<file path="src/rtl/ahb_apb_pkg.sv">
package ahb_apb_pkg;
  typedef enum logic [1:0] {
    PH_IDLE   = 2'b00,
    PH_SETUP  = 2'b01,
    PH_ENABLE = 2'b10
  } apb_ph_e;

  localparam logic [1:0] HT_NONSEQ = 2'b10;
  localparam logic [1:0] HT_SEQ    = 2'b11;
endpackage

</file>
<file path="src/rtl/apb_seq.sv">
module apb_seq import ahb_apb_pkg::*; #(
  parameter int ADDR_W = 16,
  parameter int DATA_W = 32
) (
  input  logic              clk_i,
  input  logic              rst_ni,
  input  logic              launch_i,
  input  logic [ADDR_W-1:0] addr_i,
  input  logic              write_i,
  input  logic [DATA_W-1:0] wdata_i,
  output apb_ph_e           ph_o,
  output logic [ADDR_W-1:0] addr_o,
  output logic              write_o,
  output logic [DATA_W-1:0] wdata_o
);
  apb_ph_e           ph_q;
  logic [ADDR_W-1:0] addr_q;
  logic              write_q;
  logic [DATA_W-1:0] wdata_q;

  always_ff @(posedge clk_i or negedge rst_ni) begin
    if (!rst_ni) begin
      ph_q    <= PH_IDLE;
      addr_q  <= '0;
      write_q <= 1'b0;
      wdata_q <= '0;
    end else begin
      if (ph_q == PH_SETUP) begin
        ph_q <= PH_ENABLE;
      end else begin
        ph_q <= launch_i ? PH_SETUP : PH_IDLE;
        if (launch_i) begin
          addr_q  <= addr_i;
          write_q <= write_i;
          if (write_i) wdata_q <= wdata_i;
        end
      end
    end
  end

  assign ph_o    = ph_q;
  assign addr_o  = addr_q;
  assign write_o = write_q;
  assign wdata_o = wdata_q;

  // transfer fields frozen from setup into enable
  a_r6_hold_fields: assert property (@(posedge clk_i) disable iff (!rst_ni)
    (ph_q == PH_ENABLE) |-> ($stable(addr_q) && $stable(write_q) && $stable(wdata_q)));

  // a launch request never lands on a setup cycle
  a_r3_launch_free: assert property (@(posedge clk_i) disable iff (!rst_ni)
    launch_i |-> (ph_q != PH_SETUP));
endmodule

</file>
<file path="src/rtl/sel_decode.sv">
module sel_decode #(
  parameter int ADDR_W     = 16,
  parameter int PADDR_W    = 12,
  parameter int NUM_PERIPH = 4
) (
  input  logic [ADDR_W-1:0]     addr_i,
  input  logic                  active_i,
  output logic [NUM_PERIPH-1:0] sel_o
);
  localparam int SEL_W = ADDR_W - PADDR_W;

  for (genvar gi = 0; gi < NUM_PERIPH; gi++) begin : g_sel
    assign sel_o[gi] = active_i && (addr_i[ADDR_W-1:PADDR_W] == SEL_W'(gi));
  end
endmodule

</file>
<file path="src/rtl/rd_mux.sv">
module rd_mux #(
  parameter int NUM_PERIPH = 4,
  parameter int DATA_W     = 32
) (
  input  logic [NUM_PERIPH-1:0]        sel_i,
  input  logic [NUM_PERIPH*DATA_W-1:0] data_i,
  output logic [DATA_W-1:0]            data_o
);
  always_comb begin
    data_o = '0;
    for (int i = 0; i < NUM_PERIPH; i++) begin
      if (sel_i[i]) data_o = data_o | data_i[i*DATA_W +: DATA_W];
    end
  end
endmodule

</file>
<file path="src/rtl/ahb_apb_bridge.sv">
module ahb_apb_bridge import ahb_apb_pkg::*; #(
  parameter int ADDR_W     = 16,
  parameter int PADDR_W    = 12,
  parameter int NUM_PERIPH = 4,
  parameter int DATA_W     = 32,
  parameter int REG_RDATA  = 0
) (
  input  logic                         clk_i,
  input  logic                         rst_ni,
  input  logic                         hsel_i,
  input  logic [ADDR_W-1:0]            haddr_i,
  input  logic [1:0]                   htrans_i,
  input  logic                         hwrite_i,
  input  logic                         hready_i,
  input  logic [DATA_W-1:0]            hwdata_i,
  output logic                         hready_o,
  output logic [DATA_W-1:0]            hrdata_o,
  output logic                         hresp_o,
  output logic [PADDR_W-1:0]           paddr_o,
  output logic [NUM_PERIPH-1:0]        psel_o,
  output logic                         penable_o,
  output logic                         pwrite_o,
  output logic [DATA_W-1:0]            pwdata_o,
  input  logic [NUM_PERIPH*DATA_W-1:0] prdata_i
);
  logic              accept;
  apb_ph_e           ph;
  logic              apb_free;
  logic              apb_write;
  logic [ADDR_W-1:0] apb_addr;
  // data-phase slot: second address register
  logic              dp_valid, dp_write, dp_launched;
  logic [ADDR_W-1:0] dp_addr;
  logic              rd_done;
  logic              launch_dp, launch_new, launch;
  logic [ADDR_W-1:0] launch_addr;
  logic              launch_write;
  logic              dp_done;
  logic [DATA_W-1:0] mux_data;

  assign accept   = hsel_i && hready_i && ((htrans_i == HT_NONSEQ) || (htrans_i == HT_SEQ));
  assign apb_free = (ph != PH_SETUP);

  always_comb begin
    if (!dp_valid)     hready_o = 1'b1;
    else if (dp_write) hready_o = apb_free;
    else               hready_o = rd_done;
  end
  assign dp_done = dp_valid && hready_o;

  // pending data phase wins; a fresh read may start in its own address phase
  assign launch_dp    = dp_valid && !dp_launched && apb_free;
  assign launch_new   = !launch_dp && accept && !hwrite_i && apb_free;
  assign launch       = launch_dp || launch_new;
  assign launch_addr  = launch_dp ? dp_addr : haddr_i;
  assign launch_write = launch_dp && dp_write;

  always_ff @(posedge clk_i or negedge rst_ni) begin
    if (!rst_ni) begin
      dp_valid    <= 1'b0;
      dp_write    <= 1'b0;
      dp_launched <= 1'b0;
      dp_addr     <= '0;
    end else if (accept) begin
      dp_valid    <= 1'b1;
      dp_write    <= hwrite_i;
      dp_addr     <= haddr_i;
      dp_launched <= launch_new;
    end else if (dp_done) begin
      dp_valid    <= 1'b0;
      dp_launched <= 1'b0;
    end else if (launch_dp) begin
      dp_launched <= 1'b1;
    end
  end

  apb_seq #(.ADDR_W(ADDR_W), .DATA_W(DATA_W)) u_seq (
    .clk_i   (clk_i),
    .rst_ni  (rst_ni),
    .launch_i(launch),
    .addr_i  (launch_addr),
    .write_i (launch_write),
    .wdata_i (hwdata_i),
    .ph_o    (ph),
    .addr_o  (apb_addr),
    .write_o (apb_write),
    .wdata_o (pwdata_o)
  );

  sel_decode #(.ADDR_W(ADDR_W), .PADDR_W(PADDR_W), .NUM_PERIPH(NUM_PERIPH)) u_dec (
    .addr_i  (apb_addr),
    .active_i(ph != PH_IDLE),
    .sel_o   (psel_o)
  );

  rd_mux #(.NUM_PERIPH(NUM_PERIPH), .DATA_W(DATA_W)) u_mux (
    .sel_i (psel_o),
    .data_i(prdata_i),
    .data_o(mux_data)
  );

  if (REG_RDATA != 0) begin : g_rd_reg
    logic [DATA_W-1:0] rdata_q;
    logic              done_q;
    always_ff @(posedge clk_i or negedge rst_ni) begin
      if (!rst_ni) begin
        rdata_q <= '0;
        done_q  <= 1'b0;
      end else begin
        done_q <= (ph == PH_ENABLE) && !apb_write && dp_valid && !dp_write;
        if ((ph == PH_ENABLE) && !apb_write) rdata_q <= mux_data;
      end
    end
    assign rd_done  = done_q;
    assign hrdata_o = rdata_q;
  end else begin : g_rd_comb
    assign rd_done  = dp_launched && (ph == PH_ENABLE);
    assign hrdata_o = mux_data;
  end

  assign paddr_o   = apb_addr[PADDR_W-1:0];
  assign penable_o = (ph == PH_ENABLE);
  assign pwrite_o  = apb_write;
  assign hresp_o   = 1'b0;

  a_r2_onehot_sel: assert property (@(posedge clk_i) disable iff (!rst_ni)
    $onehot0(psel_o));

  a_r3_enable_single: assert property (@(posedge clk_i) disable iff (!rst_ni)
    penable_o |=> !penable_o);

  a_r3_setup_first: assert property (@(posedge clk_i) disable iff (!rst_ni)
    penable_o |-> ($past(!penable_o) && $stable(psel_o) && $stable(paddr_o)));

  a_r1_idle_keeps_ready: assert property (@(posedge clk_i) disable iff (!rst_ni)
    (hready_o && !(hsel_i && htrans_i[1])) |=> hready_o);

  // read completion only after its enable cycle has come
  a_r4_read_done_enable: assert property (@(posedge clk_i) disable iff (!rst_ni)
    (dp_valid && !dp_write && hready_o) |->
      (!pwrite_o && ((REG_RDATA != 0) ? $past(penable_o) : penable_o)));
endmodule

</file>
<file path="config.mk">
export PLATFORM = sky130hd
export DESIGN_NAME = ahb_apb_bridge
export DESIGN_NICKNAME = d
export VERILOG_FILES = /design/src/rtl/ahb_apb_pkg.sv /design/src/rtl/apb_seq.sv /design/src/rtl/sel_decode.sv /design/src/rtl/rd_mux.sv /design/src/rtl/ahb_apb_bridge.sv
export SDC_FILE = /design/constraint.sdc
export NUM_CORES = 1
export LEC_CHECK = 0
export BUFFER_PORTS_ARGS = -buffer_cell sky130_fd_sc_hd__buf_2
export CORE_MARGIN = 2
export CORE_UTILIZATION = 38
export DETAILED_ROUTE_END_ITERATION = 8
export PLACE_DENSITY = 0.76
export SLEW_MARGIN = 20
export SYNTH_ARGS = -nofsm -noshare
export SYNTH_HDL_FRONTEND = slang
export SYNTH_HIERARCHICAL = 1
export SYNTH_SLANG_ARGS = --single-unit
</file>
<file path="constraint.sdc">
create_clock -name clk_i -period 1.9 [get_ports clk_i]
set_input_delay 0.285 -clock clk_i [delete_from_list [all_inputs] [get_ports clk_i]]
set_output_delay 0.285 -clock clk_i [all_outputs]
set_load 0.005 [all_outputs]
</file>
==> reports/results.ini <==
[yosys]
synth_fp_nets = 483
muxShareOfSynthArea_pct = 27.3
synth.avg_cell_area_um2 = 12.9
netlist_area_um2 = 3860
yosysSeqAreaShare_pct = 45.4
synth_top_family_by_area = multiplexers
synthSimpleGateAreaFrac_pct = 7.62
yosys_warnings = 6
synth_xor_area_share_pct = 0
synth_compound_area_share_pct = 13.9
synth_cells = 300
synth_top_cells_by_area = dfrtp_1 45%, mux2_4 15%, mux2_2 13%, a22oi_1 12%, nand2_1 3.4%
synth_top_area_share_pct = 45.4
synthAdderAreaFrac_pct = 0
yosys_register_bits = 70
yosys.area.top_type = dfrtp_1
synth.distinct_cells = 31

[sta]
fin_crit_ps = 2110
final.period_utilization_pct = 111
finalHoldViolations = 0
max_freq_mhz = 474
setup_slack_ps = -208
maxSlewViolCount = 0
fin_skew_ps = 6.80
setup_viol = 32
grt_setup_unrepaired = yes

[worst_setup_path]
arrival_ps = 1820
crit_type = register to primary output
start_kind = register
cp.required_ps = 1620
path_max_fanout = 12
reg2reg_depth = 8
end_kind = primary output

[routing]
firstDrtPassIters = 4
wl_per_cell_um = 17.7
drc = 0
antenna_left = 0
viasPerCell = 5.07
routed_wl_um = 12800
drt_iter0_markers = 228
vias = 3684

[power]
seq_power_share_pct = 40.7
switching_share_pct = 30.0
max-vdd-ir-drop_v = 0.000660
p_leak_nw = 3.19
comb_power_share_pct = 38.2
p_clk_share_pct = 21.1
intPower_w = 0.00392
switching_power_w = 0.00168
pwr_density_cell_nw_per_um2 = 937

[floorplan]
dieWidth_um = 105
io_pins = 267
row_count = 36
fp.dieArea_um2 = 11000
core_um2 = 9820
start_util_pct = 39.3
die_y_um = 105

[status]
violations = negative setup slack
outcome = complete, but fails checks

[global_route]
grt_pass1_vias = 3693
grt_max_degree = 71
antenna_found_initial = 6
track_usage_pct = 22.1
grt_pass1_wl_um = 19000
grt_overflow_total = 0

[clocking]
cts_buffers = 9
clockBufferDepth = 2
path_clk_slew_ps = 70
htree_levels = 3
cts_tree = done
clock-root-buffer = clkbuf_8
clock_sinks = 70
insertion_delay_ps = 340

[worst_hold_path]
min_path_cells = 2
hold_path.class = input pin to register

[flow_run]
cap_violations = 0

[layout]
nets = 765
area_growth_pct = 54.7
fin_cells = 727
drive_gt1_share_pct = 74.8
final_cell_area_um2 = 5970
fill_cells = 845

[placed_design]
dp_hpwl_um = 9650
postPlaceCellArea_um2 = 5360
globalplace.congestion = 0.901
dp.cells = 695
portBuffers = 264

[worst paths after layout]
| path | startpoint | endpoint | slack, ps |
|---|---|---|---|
| max | u_seq/ph_o[0] | hrdata_o[30] | -210 |
| min | hwdata_i[9] | u_seq/wdata_o[9] | 170 |
| max reg2reg | u_seq/ph_o[0] | u_seq/wdata_o[31] | 70 |
| min reg2reg | u_seq/addr_o[2] | u_seq/addr_o[2] | 500 |
| max in group asynchronous | rst_ni | u_seq/wdata_o[2] | 1120 |
| min in group asynchronous | rst_ni | dp_addr[7] | 480 |
[power groups by stage]
stage          clock, W  sequential, W  combinational, W
6_report        0.00118        0.00228           0.00214
3_5_place_dp          0        0.00229           0.00200
4_1_cts         0.00121        0.00228           0.00208
3_3_place_gp          0        0.00226           0.00193
5_1_grt         0.00128        0.00234           0.00230
2_1_floorplan         0        0.00230           0.00103
[metal layers]
layer,vias to the layer above,wire length [um],GRT usage [%]
met5,-,0,0
met4,0,425,11.9
met3,24,850,5.36
met2,186,6520,37.5
met1,1773,5050,25.6
li1,1701,-,-
[logic make-up after synthesis]
group,count (synthesis)
buffers and inverters,25
other,1
multiplexers,81
AND/OR/NAND/NOR,51
flip-flops,70
AO/OA/AOI/OAI,72
[placed cells by master, fill, tap and decap left out, types with 2 or more instances in the layout]
cell / count
nand2b_4: 2
mux2_4: 39
clkbuf_1: 3
a22oi_2: 41
a22oi_1: 23
diode_2: 7
a21oi_1: 3
dfrtp_1: 70
buf_12: 8
buf_6: 6
nor2_4: 2
buf_16: 2
clkbuf_8: 10
buf_2: 263
inv_1: 4
buf_4: 12
nand2_1: 35
mux2_2: 42
[what timing repair did]
item                                    CTS  global route
pin swaps                                 7             6
endpoints found under the hold margin    70             0
gates cloned                              2             0
gates resized for setup                  30            35
buffers inserted                          4             4
endpoints found under the setup margin   62            64
hold buffers                              1             0
[critical path, stage by stage, from the launching register on]
cell     delay [ps]
dfrtp_1         390
or2_4           270
and4b_4         250
buf_12          160
a22oi_2         200
nand2_1          70
buf_2           130
[final cells by class]
cell class | count | area, um2 | area share, %
clock buffers | 13 | 149 | 2.49
repair buffers | 292 | 1700 | 28.5
inverters | 4 | 15.0 | 0.252
diodes | 7 | 17.5 | 0.294
flip-flops and latches | 70 | 1750 | 29.4
well taps | 133 | 166 | 2.79
clock inverters | 3 | 43.8 | 0.734
multi-input cells | 205 | 2130 | 35.6
[cells in the mapped netlist]
cell,instances
dfrtp_1,70
a22oi_1,64
mux2_2,43
mux2_4,38
nand2_1,35
buf_2,9
buf_6,8
inv_1,4
a21oi_1,3
buf_12,3
and4b_1,2
nand2b_4,2
a21o_1,1
a2bb2oi_1,1
a31o_2,1
and3_4,1
and4_1,1
buf_4,1
conb_1,1
nand2_2,1
nand3_1,1
nand3_4,1
nand4_1,1
nor2_1,1
nor2_4,1
nor2b_1,1
nor3b_1,1
nor4bb_4,1
o211ai_1,1
o221ai_1,1
or2_2,1
[sequential cells by signal, indices dropped and copies added, names as in the netlist]
name	count
u_seq/wdata_o	32
dp_addr	16
u_seq/addr_o	16
u_seq/ph_o	2
dp_launched	1
dp_valid	1
dp_write	1
u_seq/write_o	1
[stage by stage]
step                setup slack (ps)  power, W  hold slack, ps  setup TNS, ps  util, %
floorplan                       26.1   0.00333           -10.6              0        -
global route                    -293   0.00592             152          -8240     60.8
global placement               -4.30   0.00420             328          -40.6     54.6
finish                          -208   0.00559             167          -5520     60.8
CTS                             -206   0.00557             153          -5550     58.8
detailed placement             -62.0   0.00429             334          -1220     54.6
Note: power is estimated with default switching activity, not from simulation.
